$ cat src/rtl/rxs_pkg.sv
// Shared types for the control-endpoint receive status block.
// Assumes a 4-bit count field; the status word is 3 flags plus the count plus a zero top bit.
package rxs_pkg;
    parameter int unsigned CNT_W  = 4;
    localparam int unsigned DATA_W = CNT_W + 4;

    typedef struct packed {
        logic             setup;
        logic             toggle;
        logic             last;
        logic [CNT_W-1:0] cnt;
    } rxs_stat_t;

    typedef enum logic [1:0] {
        OCC_NONE = 2'd0,
        OCC_ONE  = 2'd1,
        OCC_TWO  = 2'd2
    } rxs_occ_t;

    // Formats a stored status into the visible word with a zero top bit.
    function automatic logic [DATA_W-1:0] rxs_word(input rxs_stat_t s);
        return {1'b0, s};
    endfunction
endpackage

$ cat src/rtl/rxs_capture.sv
// Turns an end-of-packet event into a status record.
// Assumes the event fields are valid whenever the event strobe is high.
// The last-packet flag is always set, and the count saturates at MAX_CNT.
module rxs_capture
    import rxs_pkg::*;
#(
    parameter int unsigned MAX_CNT = 8
) (
    input  logic             ev_setup,
    input  logic             ev_toggle,
    input  logic [CNT_W-1:0] ev_cnt,
    output rxs_stat_t        stat
);
    localparam logic [CNT_W-1:0] CNT_CAP = CNT_W'(MAX_CNT);

    // Build the record, clamping the count to the endpoint's packet size.
    always_comb begin
        stat.setup  = ev_setup;
        stat.toggle = ev_toggle;
        stat.last   = 1'b1;
        stat.cnt    = (ev_cnt > CNT_CAP) ? CNT_CAP : ev_cnt;
    end
endmodule

$ cat src/rtl/rxs_slot.sv
// One status copy. A load takes priority over a flag clear.
// A flag clear zeroes setup, toggle and last, and keeps the count.
module rxs_slot
    import rxs_pkg::*;
(
    input  logic      clk,
    input  logic      rst_n,
    input  logic      load,
    input  rxs_stat_t din,
    input  logic      clr_flags,
    output rxs_stat_t q
);
    // Hold, load or clear the flags of the stored status.
    always_ff @(posedge clk) begin
        if (!rst_n) begin
            q <= '0;
        end else if (load) begin
            q <= din;
        end else if (clr_flags) begin
            q.setup  <= 1'b0;
            q.toggle <= 1'b0;
            q.last   <= 1'b0;
        end
    end
endmodule

$ cat src/rtl/rxs_ctrl.sv
// Occupancy control for the two status copies.
// A read in the same cycle as an event is taken first.
// A third event while both copies are occupied replaces the back copy and sets a sticky overrun flag.
module rxs_ctrl
    import rxs_pkg::*;
(
    input  logic     clk,
    input  logic     rst_n,
    input  logic     ev,
    input  logic     rd,
    output rxs_occ_t occ,
    output logic     front_load,
    output logic     front_from_back,
    output logic     front_clr,
    output logic     back_load,
    output logic     ovr
);
    rxs_occ_t occ_nx;
    logic     ovr_set;

    // Decide the slot actions and the next occupancy from the current state.
    always_comb begin
        occ_nx          = occ;
        front_load      = 1'b0;
        front_from_back = 1'b0;
        front_clr       = 1'b0;
        back_load       = 1'b0;
        ovr_set         = 1'b0;
        unique case (occ)
            OCC_NONE: begin
                if (ev) begin
                    front_load = 1'b1;
                    occ_nx     = OCC_ONE;
                end else if (rd) begin
                    front_clr = 1'b1;
                end
            end
            OCC_ONE: begin
                if (ev && rd) begin
                    front_load = 1'b1;
                end else if (ev) begin
                    back_load = 1'b1;
                    occ_nx    = OCC_TWO;
                end else if (rd) begin
                    front_clr = 1'b1;
                    occ_nx    = OCC_NONE;
                end
            end
            OCC_TWO: begin
                if (rd) begin
                    front_load      = 1'b1;
                    front_from_back = 1'b1;
                    back_load       = ev;
                    occ_nx          = ev ? OCC_TWO : OCC_ONE;
                end else if (ev) begin
                    back_load = 1'b1;
                    ovr_set   = 1'b1;
                end
            end
            default: occ_nx = OCC_NONE;
        endcase
    end

    // Register the occupancy and the sticky overrun flag.
    always_ff @(posedge clk) begin
        if (!rst_n) begin
            occ <= OCC_NONE;
            ovr <= 1'b0;
        end else begin
            occ <= occ_nx;
            ovr <= ovr | ovr_set;
        end
    end
endmodule

$ cat src/rtl/ep0_rx_stat_dbuf.sv
// Top level: receive status for a control endpoint, two copies deep.
// The front copy drives rd_data, and the back copy holds the next status.
// Assumes rd_stb and eop_valid are one-cycle pulses in the clk domain.
module ep0_rx_stat_dbuf
    import rxs_pkg::*;
#(
    parameter int unsigned MAX_CNT = 8
) (
    input  logic              clk,
    input  logic              rst_n,
    input  logic              eop_valid,
    input  logic              eop_setup,
    input  logic              eop_toggle,
    input  logic [CNT_W-1:0]  eop_count,
    input  logic              rd_stb,
    output logic [DATA_W-1:0] rd_data,
    output logic              overrun
);
    rxs_stat_t cap_stat, front_q, back_q, front_din;
    rxs_occ_t  occ;
    logic      front_load, front_from_back, front_clr, back_load;

    rxs_capture #(.MAX_CNT(MAX_CNT)) u_cap (
        .ev_setup (eop_setup),
        .ev_toggle(eop_toggle),
        .ev_cnt   (eop_count),
        .stat     (cap_stat)
    );

    rxs_ctrl u_ctrl (
        .clk            (clk),
        .rst_n          (rst_n),
        .ev             (eop_valid),
        .rd             (rd_stb),
        .occ            (occ),
        .front_load     (front_load),
        .front_from_back(front_from_back),
        .front_clr      (front_clr),
        .back_load      (back_load),
        .ovr            (overrun)
    );

    // Pick the front copy's source: a promotion from the back copy or a new capture.
    always_comb front_din = front_from_back ? back_q : cap_stat;

    rxs_slot u_front (
        .clk      (clk),
        .rst_n    (rst_n),
        .load     (front_load),
        .din      (front_din),
        .clr_flags(front_clr),
        .q        (front_q)
    );

    rxs_slot u_back (
        .clk      (clk),
        .rst_n    (rst_n),
        .load     (back_load),
        .din      (cap_stat),
        .clr_flags(1'b0),
        .q        (back_q)
    );

    // Present the front copy as the status word.
    always_comb rd_data = rxs_word(front_q);
endmodule

$ cat config.mk
export PLATFORM = sky130hd
export DESIGN_NAME = ep0_rx_stat_dbuf
export DESIGN_NICKNAME = d
export VERILOG_FILES = /design/src/rtl/rxs_pkg.sv /design/src/rtl/rxs_capture.sv /design/src/rtl/rxs_slot.sv /design/src/rtl/rxs_ctrl.sv /design/src/rtl/ep0_rx_stat_dbuf.sv
export SDC_FILE = /design/constraint.sdc
export NUM_CORES = 1
export LEC_CHECK = 0
export ABC_CLOCK_PERIOD_IN_PS = 2100
export BUFFER_PORTS_ARGS = -buffer_cell sky130_fd_sc_hd__buf_4
export CORE_MARGIN = 1
export CORE_UTILIZATION = 54
export DETAILED_ROUTE_END_ITERATION = 16
export HOLD_SLACK_MARGIN = 0.15
export PLACE_DENSITY = 0.78
export SLEW_MARGIN = 5
export SYNTH_ARGS = -nofsm -noshare
export SYNTH_HDL_FRONTEND = slang
export SYNTH_HIERARCHICAL = 1
export SYNTH_SLANG_ARGS = --single-unit
$ cat constraint.sdc
create_clock -name clk -period 2.1 [get_ports clk]
set_input_delay 0.63 -clock clk [delete_from_list [all_inputs] [get_ports clk]]
set_output_delay 0.63 -clock clk [all_outputs]
set_load 0.02 [all_outputs]
# Yosys cells after proc, flatten, opt, wreduce, memory -nomap -nowiden
# Cells that the tools add are included.
# W data, S select, Z words.
# word_totals
ff_bits	17
in_bits	10
output_inout_bits	9
wordCells	46
# op_classes
n_lt_le_gt_ge	1
eq_ne	6
muxes	24
bitwise_logic	1
n_reduce_logical	4
# ops
op	n
$mux W2	6
$mux W1	10
$mux W7	1
$mux W3	2
$ne A2 B2 Y1 const B	3
$pmux W2 S3	1
$gt A4 B4 Y1 const B	1
$mux W4	1
$pmux W1 S2	2
$reduce_and A4 Y1	1
$ne A3 B3 Y1 const B	1
$pmux W1 S3	1
$eq A2 B1 Y1 const B	1
$eq A2 B2 Y1 const B	1
$logic_not A2 Y1	1
$reduce_bool A2 Y1	1
$logic_and A1 B1 Y1	1
$or A1 B1 Y1	1

# Depth between registers and ports, before layout
# Gate-level depths: netlist of the first run.
# depth
depth_word	6
ltp_mapped	8
mapped_depth_nobuf	7

# Modules after synthesis
# Netlist of the first run, hierarchy kept.
# by_module_without_submodules
module	n_inst	cells_each	area_per_inst_um2	seq_area_each_um2
rxs_slot	2	23	285.3	140.1
rxs_ctrl	1	39	307.8	60.1
ep0_rx_stat_dbuf	1	10	127.6	0.0
rxs_capture	1	8	48.8	0.0

# Worst setup path before layout of the first run
# No wires, ideal clock.
# synth_timing
kind	reg-to-reg
from	reg u_ctrl.occ[1]
to	reg u_front/q[4] (netlist bit)
setup_ps	116
arrival_ps	1497
required_ps	1984
setup_slack_ps	487
path_stages_with_launch	9
path_buffers	1
synth_period_minus_slack_ps	1613
cell_sequence	dfxtp_1 > inv_1 > ha_1 > and2_2 > o21ai_0 > a21oi_1 > buf_6 > and4bb_1 > a31o_1
# synth_via
word_cells_on_any_way	9
cone_classes	2 x eq/ne; 5 x mux; 2 x reduce/logical
# synth_lines
element	line_no	text
from (decl)	rxs_ctrl.sv:11	output rxs_occ_t occ,
from (signal assigned)	rxs_ctrl.sv:70	occ <= occ_nx;
$eq A2 B2 Y1, or another cell as far along	rxs_ctrl.sv:29	unique case (occ)
$pmux W1 S3 *	rxs_ctrl.sv:29	
net front_load	ep0_rx_stat_dbuf.sv:21	logic front_load, front_from_back, front_clr, back_load;
$mux W3 or $reduce_bool A2 Y1 (tied branches)	--	
to (signal assigned)	rxs_slot.sv:18	q <= din;
to (decl)	rxs_slot.sv:11	output rxs_stat_t q
# Mark *: on every way through the listed nets, which the timed path passes. The rest lies on a longest branch.
# A chain may end at the register's enable or synchronous reset.

# Final worst setup path of the first run
# layout_timing
from	reg u_ctrl.occ[1]
to	reg u_front/q[2] (netlist bit)
# layout_via
word_cells_on_any_way	6
cone_classes	2 x eq/ne; 3 x mux; 1 x reduce/logical
# layout_lines
element	line_no
$eq A2 B2 Y1, or another cell as far along	rxs_ctrl.sv:29
$pmux W1 S3 *	rxs_ctrl.sv:29
net front_load	ep0_rx_stat_dbuf.sv:21
# Marked as above.

==> results of run 1 <==
kinds of logic after synthesis:
group | count (synthesis) | share of synthesized area [%]
buffers and inverters | 16 | 9.85
adders and majority gates | 6 | 7.12
muxes | 16 | 18.5
other | 2 | 0.712
and+or+nand+nor | 31 | 20.6
AOI/OAI and AO/OA | 14 | 10.1
DFF | 17 | 32.3
xor gates and xnor gates | 1 | 0.831
state kept, by name, summed over array words and instances, names as in the netlist:
signal,flops
u_back/q,7
u_front/q,7
u_ctrl/ovr,1
u_ctrl/occ,2
placed cells by master, fill, tap and decap left out, types with 3 or more instances in the layout:
master	netlist	layout
inv_1	5	5
and4bb_1	6	6
ha_1	6	6
buf_4	5	19
mux2i_1	9	9
nand2_1	4	4
a21oi_1	4	4
nor2b_1	14	14
mux2_4	7	7
clkbuf_4	0	3
conb_1	2	5
dfxtp_1	17	17
a31o_1	6	6
metal layers:
layer	wire (um)	global-route usage [%]
met5	0	0
met4	12	3.53
met3	55	7.06
met2	744	31.8
met1	848	25.2
Yosys cell counts:
master     count
mux2_4         7
o2bb2ai_1      1
nor2_1         2
buf_4          5
a31o_1         6
and4bb_1       6
a221oi_2       1
nor3_1         1
mux2i_1        9
and2b_1        1
buf_6          3
and2_2         1
nand2b_1       1
dfxtp_1       17
clkbuf_1       1
clkbuf_2       2
nand2_1        4
xnor2_1        1
a21oi_1        4
o21ai_0        2
nor4_1         1
inv_1          5
conb_1         2
ha_1           6
nor2b_1       14
per-stage QoR:
| step | hold WS, ns | setup WS (ns) |
|---|---|---|
| after detailed placement | 0.491 | 0.253 |
| after floorplan | 0.483 | 0.487 |
| after global routing | 0.546 | 0.0644 |
| after CTS | 0.516 | 0.277 |
| after global placement | 0.473 | 0.313 |
| final | 0.508 | 0.298 |
final timing paths:
kind / start / end / slack (ns) / cells after the start
hold / removal: u_ctrl/ovr / u_ctrl/ovr / 0.51 / 2
setup reg to reg: u_ctrl/occ[1] / u_front/q[2] / 0.30 / 8
hold reg to reg: u_ctrl/ovr / u_ctrl/ovr / 0.51 / 2
setup / recovery: u_ctrl/occ[1] / u_front/q[2] / 0.30 / 8
cell type report:
type	instances	area, um2	area share (%)
Clock buffer	4	26.3	2.22
Inverter	5	18.8	1.59
Multi-Input combinational cell	73	622	52.6
Sequential cell	17	340	28.8
Tap cell	25	31.3	2.65
Timing Repair Buffer	19	143	12.1
critical path: cells and delay by family (launching register included):
family                   cells  cell delay [ns]
flip-flops                   1             0.36
AO/OA/AOI/OAI                2             0.36
buffers and inverters        2             0.33
adder cells (fa/ha/maj)      1             0.23
AND/OR/NAND/NOR              2             0.23
multiplexers                 1             0.19
power by group through the flow:
stage | Clock (mW) | Sequential (mW) | Combinational, mW
after global routing | 0.196 | 0.407 | 0.455
final | 0.171 | 0.399 | 0.410
after detailed placement | 0 | 0.408 | 0.408
after CTS | 0.182 | 0.400 | 0.409
after floorplan | 0 | 0.430 | 0.300
after global placement | 0 | 0.404 | 0.399
==> metrics.md, run 1 <==
| Metric | Value |
|---|---|
| Outcome | `finished, final reports clean` |
| Cell count after synthesis | `103` |
| Post-Place Cell Area | `1150 um2` |
| Fillers | `152` |
| Sw Ratio | `34.4%` |
| Internal Power | `643 uW` |
| # diodes | `0` |
| H-tree lvl count | `1` |
| Final hold vios | `0` |
| Synthesized cell area | `1050 um2` |
| Flop pwr share | `40.7%` |
| Area contributors post-synth | `dfxtp_1 32%, mux2_4 10%, mux2i_1 8.5%` |
| Mean Syn Cell Area | `10.2 um2` |
| Row cnt | `15` |
| 1st-pass router iterations | `4` |
| Minimum clock period | `1.80 ns` |
| Fin. max-slew vios | `0` |
| Leading area contributor after synthesis | `dfxtp_1` |
| Tcrit/Tclk final | `85.8%` |
| Type of origin of the critical path | `register` |
| Setup Fix Bufs, Post-CTS | `0` |
| Average via count per standard cell | `4.96` |
| CTS tree | `built` |
| CP max stage delay | `0.36 ns` |
| ANT nets after route | `0` |
| Comb pwr share | `41.8%` |
| Power Dens Cells | `830 nW/um2` |
| Lkg Pwr | `0.530 nW` |
| Setup_tns | `0 ns` |
| Crit path max fanout | `6` |
| Die Span Y | `46.2 um` |
| Grt ovf | `0` |
| Post-CTS Hold Buffers | `0` |
| Synth warnings | `6` |
| Core Box Area | `1780 um2` |
| Final core occ | `66.2%` |
| Final Total Pwr | `980 uW` |
| Final WL | `1660 um` |
| Seq/Total Area, Yosys | `32.3%` |
| CP cell instances | `inv_1 > ha_1 > and2_2 > o21ai_0 > a21oi_1 > buf_4 > mux2i_1 > nor2b_1` |
| First-pass GRT wire length | `2980 um` |
| CP Capture Type | `register` |
| Wirelength per Cell | `11.6 um` |
| Chip Width | `46.2 um` |
| IO Port Bufs | `17` |
| Starting Density | `59.2%` |
| CTS resizes | `0` |
| DR DRC count | `0` |
| Number of global-route vias before repair | `699` |
| Max Freq | `555 MHz` |
| All-Layer GR Usage | `19.7%` |
| Routability cong. | `0.945` |
| Post-synth cell types | `25` |
| # Max-Cap Violations | `0` |
| Root Buffer | `clkbuf_4` |
| Via count | `709` |
| CP arrival | `1.99 ns` |
| TritonCTS Buffers | `3` |
| RSZ-0062 raised after global routing | `false` |
| # clock sinks | `17` |
| Layout cells sized above 1 | `26.3%` |
| CP required | `2.29 ns` |
| Sw power | `337 uW` |
| Worst clock skew | `0.00224 ns` |
| Iter 0 DRT Violations | `11` |
| Crit path kind | `register to register` |
| Top-area cell type share of the netlist area | `32.3%` |
| Top-level port count | `19` |
| Clk network pwr share | `17.5%` |
| Clock-pin transition on the worst setup and hold timing paths | `0.10 ns` |
| Die Area | `2130 um2` |
| Synthesis-stage register bit count | `17` |
| Fin cells | `143` |
| Peak supply drop | `0.000434 V` |
| Area grow syn2layout | `12.0%` |
| Bufs on Longest Clock Path | `2` |
| Final net count | `135` |
| Initial antenna violation count | `0` |
| Cell total after placement | `139` |
| CP max-delay cell | `dfxtp_1` |
| Largest net degree at the start of global routing | `26` |
| Final instance area | `1180 um2` |
| Tightest Hold Check Type | `register to register` |
| Final setup viols | `0` |
| Detailed placement HPWL | `1290 um` |
| Worst-Skew Late Latency | `0.28 ns` |
Note: power is estimated with default switching activity, not from simulation.
==> inputs of run 2 (changes only) <==
- CORE_ASPECT_RATIO: default -> 1.4
==> metrics.md, run 2 (synthesized netlist as in run 1, its figures left out) <==
| Metric | Value |
|---|---|
| Outcome | `finished, final reports clean` |
| Crit path max fanout | `6` |
| Setup_tns | `0 ns` |
| CP Depth | `8` |
| Type of origin of the critical path | `register` |
| Final setup viols | `0` |
| Chip Width | `39.4 um` |
| CP cell instances | `inv_1 > ha_1 > and2_2 > o21ai_0 > a21oi_1 > buf_4 > mux2i_1 > nor2b_1` |
| Layout cells sized above 1 | `26.3%` |
| All-Layer GR Usage | `17.8%` |
| Peak supply drop | `0.000513 V` |
| H-tree lvl count | `1` |
| Max Freq | `528 MHz` |
| # clock sinks | `17` |
| Iter 0 DRT Violations | `13` |
| CP required | `2.29 ns` |
| First-pass GRT wire length | `2660 um` |
| Cell total after placement | `134` |
| CP arrival | `2.08 ns` |
| Tcrit/Tclk final | `90.2%` |
| Cell family with most CP delay | `compound AO/OA/AOI/OAI gates` |
| Final net count | `135` |
| Average via count per standard cell | `5.30` |
| Top-level port count | `19` |
| Post-CTS Hold Buffers | `0` |
| Starting Density | `58.5%` |
| CTS tree | `built` |
| Path depth of the worst reg2reg path | `8` |
| Lkg Pwr | `0.530 nW` |
| Fin. max-slew vios | `0` |
| Fillers | `165` |
| Final WL | `1690 um` |
| M3 GR Usage | `3.66%` |
| # diodes | `0` |
| Grt ovf | `0` |
| Setup Fix Bufs, Post-CTS | `0` |
| CTS resizes | `0` |
| Via count | `732` |
| Worst-Skew Late Latency | `0.29 ns` |
| 1st-pass router iterations | `4` |
| Hold Path Depth | `2` |
| Detailed placement HPWL | `1290 um` |
| Core Box Area | `1800 um2` |
| FF-to-FF setup slack | `0.20 ns` |
| Row cnt | `18` |
| Initial antenna violation count | `0` |
| TritonCTS Buffers | `3` |
| DR DRC count | `0` |
| CP Buf/Inv Count | `2` |
| Die Area | `2140 um2` |
| Multi-input gate area | `622 um2` |
| CP max-delay cell | `dfxtp_1` |
| Met1 GRT Util | `24.1%` |
| Final hold slack | `0.512 ns` |
| ANT nets after route | `0` |
| Minimum clock period | `1.90 ns` |
| GR Layer Usage met2 | `28.3%` |
| Area grow syn2layout | `11.4%` |
| Largest net degree at the start of global routing | `26` |
| Final instance area | `1170 um2` |
| Wirelength per Cell | `12.2 um` |
| Clock-pin transition on the worst setup and hold timing paths | `0.10 ns` |
| Largest registers | `u_back/q x7, u_front/q x7, u_ctrl/occ x2` |
| Number of global-route vias before repair | `635` |
| GRT busiest layer | `met2` |
| Worst clock skew | `0.00275 ns` |
| Crit path kind | `register to register` |
| Power Dens Cells | `837 nW/um2` |
| Bufs on Longest Clock Path | `2` |
| Final hold vios | `0` |
| Fin cells | `138` |
| Post-Place Cell Area | `1150 um2` |
| Commonest non-fill, non-tap cells in the layout | `19 x buf_4, 17 x dfxtp_1, 14 x nor2b_1` |
| IO Port Bufs | `17` |
| RSZ-0062 raised after global routing | `false` |
| CP max stage delay | `0.36 ns` |
| Tightest Hold Check Type | `register to register` |
| Root Buffer | `clkbuf_4` |
| Die Span Y | `54.3 um` |
| Commonest non-fill, non-tap cell in the layout | `buf_4` |
| # Max-Cap Violations | `0` |
| CP Capture Type | `register` |
| Routability cong. | `0.757` |
| FF/Latch Area | `340 um2` |
==> run 2: worst paths after layout <==
path | endpoint | from
hold / removal | u_ctrl/ovr | u_ctrl/ovr
setup reg to reg | u_front/q[0] | u_ctrl/occ[1]
hold reg to reg | u_ctrl/ovr | u_ctrl/ovr
setup / recovery | u_front/q[0] | u_ctrl/occ[1]
==> run 2: where the power goes <==
group	internal, mW	total (mW)	switching (mW)	leakage (nW)
clock	0.0738	0.175	0.101	0.0150
combinational	0.202	0.410	0.207	0.377
sequential	0.366	0.399	0.0326	0.138
==> run 2: worst reg2reg max path: stages, from the launching register on <==
cell,delay (ns)
dfxtp_1,0.36
inv_1,0.12
ha_1,0.24
and2_2,0.17
o21ai_0,0.07
a21oi_1,0.36
buf_4,0.23
mux2i_1,0.19
nor2b_1,0.06
==> run 2: area by class of cell <==
type	count	area share, %
Multi-Input combinational cell	73	52.9
Clock buffer	4	2.24
Sequential cell	17	29.0
Inverter	5	1.60
Timing Repair Buffer	19	12.1
Tap cell	20	2.13
==> run 2: routing by layer <==
layer | vias up | share of wire [%] | wire length [um]
li1 | 375 | - | -
met1 | 337 | 49 | 829
met2 | 18 | 47 | 798
met3 | 2 | 3.4 | 57
met4 | 0 | 0.24 | 4
met5 | - | 0 | 0
==> run 2: metrics by stage <==
| stage | total power [mW] | setup WS, ns | util (%) |
|---|---|---|---|
| finish | 0.983 | 0.205 | 65.2 |
| global route | 1.06 | 0.0274 | 65.2 |
| CTS | 0.995 | 0.180 | 65.2 |
| detailed placement | 0.816 | 0.185 | 63.7 |
| global placement | 0.802 | 0.278 | 63.7 |
| floorplan | 0.730 | 0.487 | - |
==> inputs of run 3 (changes only) <==
- BUFFER_PORTS_ARGS: -buffer_cell sky130_fd_sc_hd__buf_4 -> default
- CORE_UTILIZATION: 54 -> 55
- DONT_BUFFER_PORTS: default -> 1
- PLACE_DENSITY: 0.78 -> 0.7
==> metrics.md, run 3 (synthesized netlist as in run 1, its figures left out) <==
| Metric | Value |
|---|---|
| Final WS setup | `0.204 ns` |
| Starting Density | `59.3%` |
| DP Worst Slack | `0.237 ns` |
| Die Span Y | `53.8 um` |
| Row cnt | `18` |
| Clock-pin transition on the worst setup and hold timing paths | `0.09 ns` |
| Number of global-route vias before repair | `557` |
| Initial antenna violation count | `0` |
| CP arrival | `2.07 ns` |
| Final hold slack | `0.470 ns` |
| Setup Fix Bufs, Post-CTS | `0` |
| ANT nets after route | `0` |
| Chip Width | `39.0 um` |
| Fin. max-slew vios | `0` |
| Area grow syn2layout | `-0.712%` |
| Final net count | `118` |
| Tcrit/Tclk final | `90.3%` |
| Lkg Pwr | `0.444 nW` |
| Final WL | `1550 um` |
| Via count | `664` |
| All-Layer GR Usage | `16.0%` |
| Crit path kind | `register to register` |
| Hold Path Depth | `1` |
| TritonCTS Buffers | `3` |
| First-pass GRT wire length | `2350 um` |
| Largest net degree at the start of global routing | `26` |
| Final instance area | `1050 um2` |
| Die Area | `2100 um2` |
| Top-level port count | `19` |
| FF-to-FF setup slack | `0.20 ns` |
| RSZ-0062 raised after global routing | `false` |
| Setup_tns | `0 ns` |
| Iter 0 DRT Violations | `5` |
| HP Start | `rst_n` |
| Commonest non-fill, non-tap cell in the layout | `dfxtp_1` |
| Root Buffer | `clkbuf_4` |
| # clock sinks | `17` |
| CTS resizes | `0` |
| # diodes | `0` |
| Critical R2R Launch | `u_ctrl/occ[1]` |
| Average via count per standard cell | `5.49` |
| Post-Place Cell Area | `1020 um2` |
| 1st-pass router iterations | `4` |
| Fillers | `153` |
| Commonest non-fill, non-tap cells in the layout | `17 x dfxtp_1, 14 x nor2b_1, 9 x mux2i_1` |
| Worst-Skew Late Latency | `0.28 ns` |
| Largest registers | `u_back/q x7, u_front/q x7, u_ctrl/occ x2` |
| DR DRC count | `0` |
| Grt ovf | `0` |
| CP Capture Type | `register` |
| Worst r2r dst | `u_front/q[1]` |
| Peak supply drop | `0.000525 V` |
| # Max-Cap Violations | `0` |
| CTS tree | `built` |
| Post-CTS Hold Buffers | `0` |
| Tightest Hold Check Type | `primary input to register` |
| H-tree lvl count | `1` |
| Final setup viols | `0` |
| IO Port Bufs | `0` |
| Core Box Area | `1780 um2` |
| Final hold vios | `0` |
| Crit path max fanout | `7` |
| Routability cong. | `0.670` |
| Detailed placement HPWL | `1180 um` |
| Layout cells sized above 1 | `13.9%` |
| CP required | `2.28 ns` |
| Max Freq | `527 MHz` |
| Power Dens Cells | `877 nW/um2` |
| Worst Hold Path EP | `u_ctrl/occ[1]` |
| Type of origin of the critical path | `register` |
| Outcome | `finished, final reports clean` |
| Bufs on Longest Clock Path | `2` |
| Path depth of the worst reg2reg path | `8` |
| Minimum clock period | `1.90 ns` |
| Wirelength per Cell | `12.8 um` |
| Final core occ | `58.9%` |
| Worst clock skew | `0.00816 ns` |
run 3: cell count changes in the layout (fill, tap and decap cells not counted):
cell	before	now
buf_4	19	2
run 3: how the worst max path moves through the flow:
stage / start / depth (start not counted) / to / slack, ns
6_report: u_ctrl/occ[1] / 8 / u_front/q[1] / 0.20
5_1_grt: u_ctrl/occ[1] / 8 / u_front/q[2] / 0.04
4_1_cts: u_ctrl/occ[1] / 8 / u_front/q[0] / 0.22
3_5_place_dp: u_ctrl/occ[1] / 8 / u_front/q[0] / 0.24
3_3_place_gp: u_ctrl/occ[1] / 8 / u_front/q[1] / 0.28
2_1_floorplan: u_ctrl/occ[1] / 8 / u_front/q[4] / 0.49
run 3: worst max-delay path, cell delays in order, from the launching register on:
cell and delay (ns):
dfxtp_1 0.36, inv_1 0.11, ha_1 0.23, and2_2 0.18
o21ai_0 0.07, a21oi_1 0.39, buf_4 0.23, mux2i_1 0.18
nor2b_1 0.05
run 3: layer usage:
metal,track usage (%),vias up,routed length (um)
met1,17.5,310,700
li1,-,341,-
met4,6.90,0,13
met5,0,-,0
met3,5.37,2,69
met2,27.2,11,764
run 3: area by class of cell:
class                           count  area (um2)  share of cell area [%]
Multi-Input combinational cell     73         622                    59.4
Timing Repair Buffer                2        15.0                    1.43
Tap cell                           20        25.0                    2.39
Clock buffer                        4        26.3                    2.51
Sequential cell                    17         340                    32.5
Inverter                            5        18.8                    1.79
run 3: stage by stage:
| stage | std cells | power [mW] |
|---|---|---|
| after floorplan | 106 | 0.730 |
| after global placement | 117 | 0.750 |
| after detailed placement | 117 | 0.754 |
| after CTS | 121 | 0.924 |
| after global routing | 121 | 0.986 |
| final | 121 | 0.918 |
run 3: power breakdown:
group          switching (mW)  total [mW]  internal, mW
clock                  0.0958       0.169        0.0736
sequential             0.0627       0.429         0.366
combinational           0.156       0.320         0.163
total                   0.315       0.918         0.603
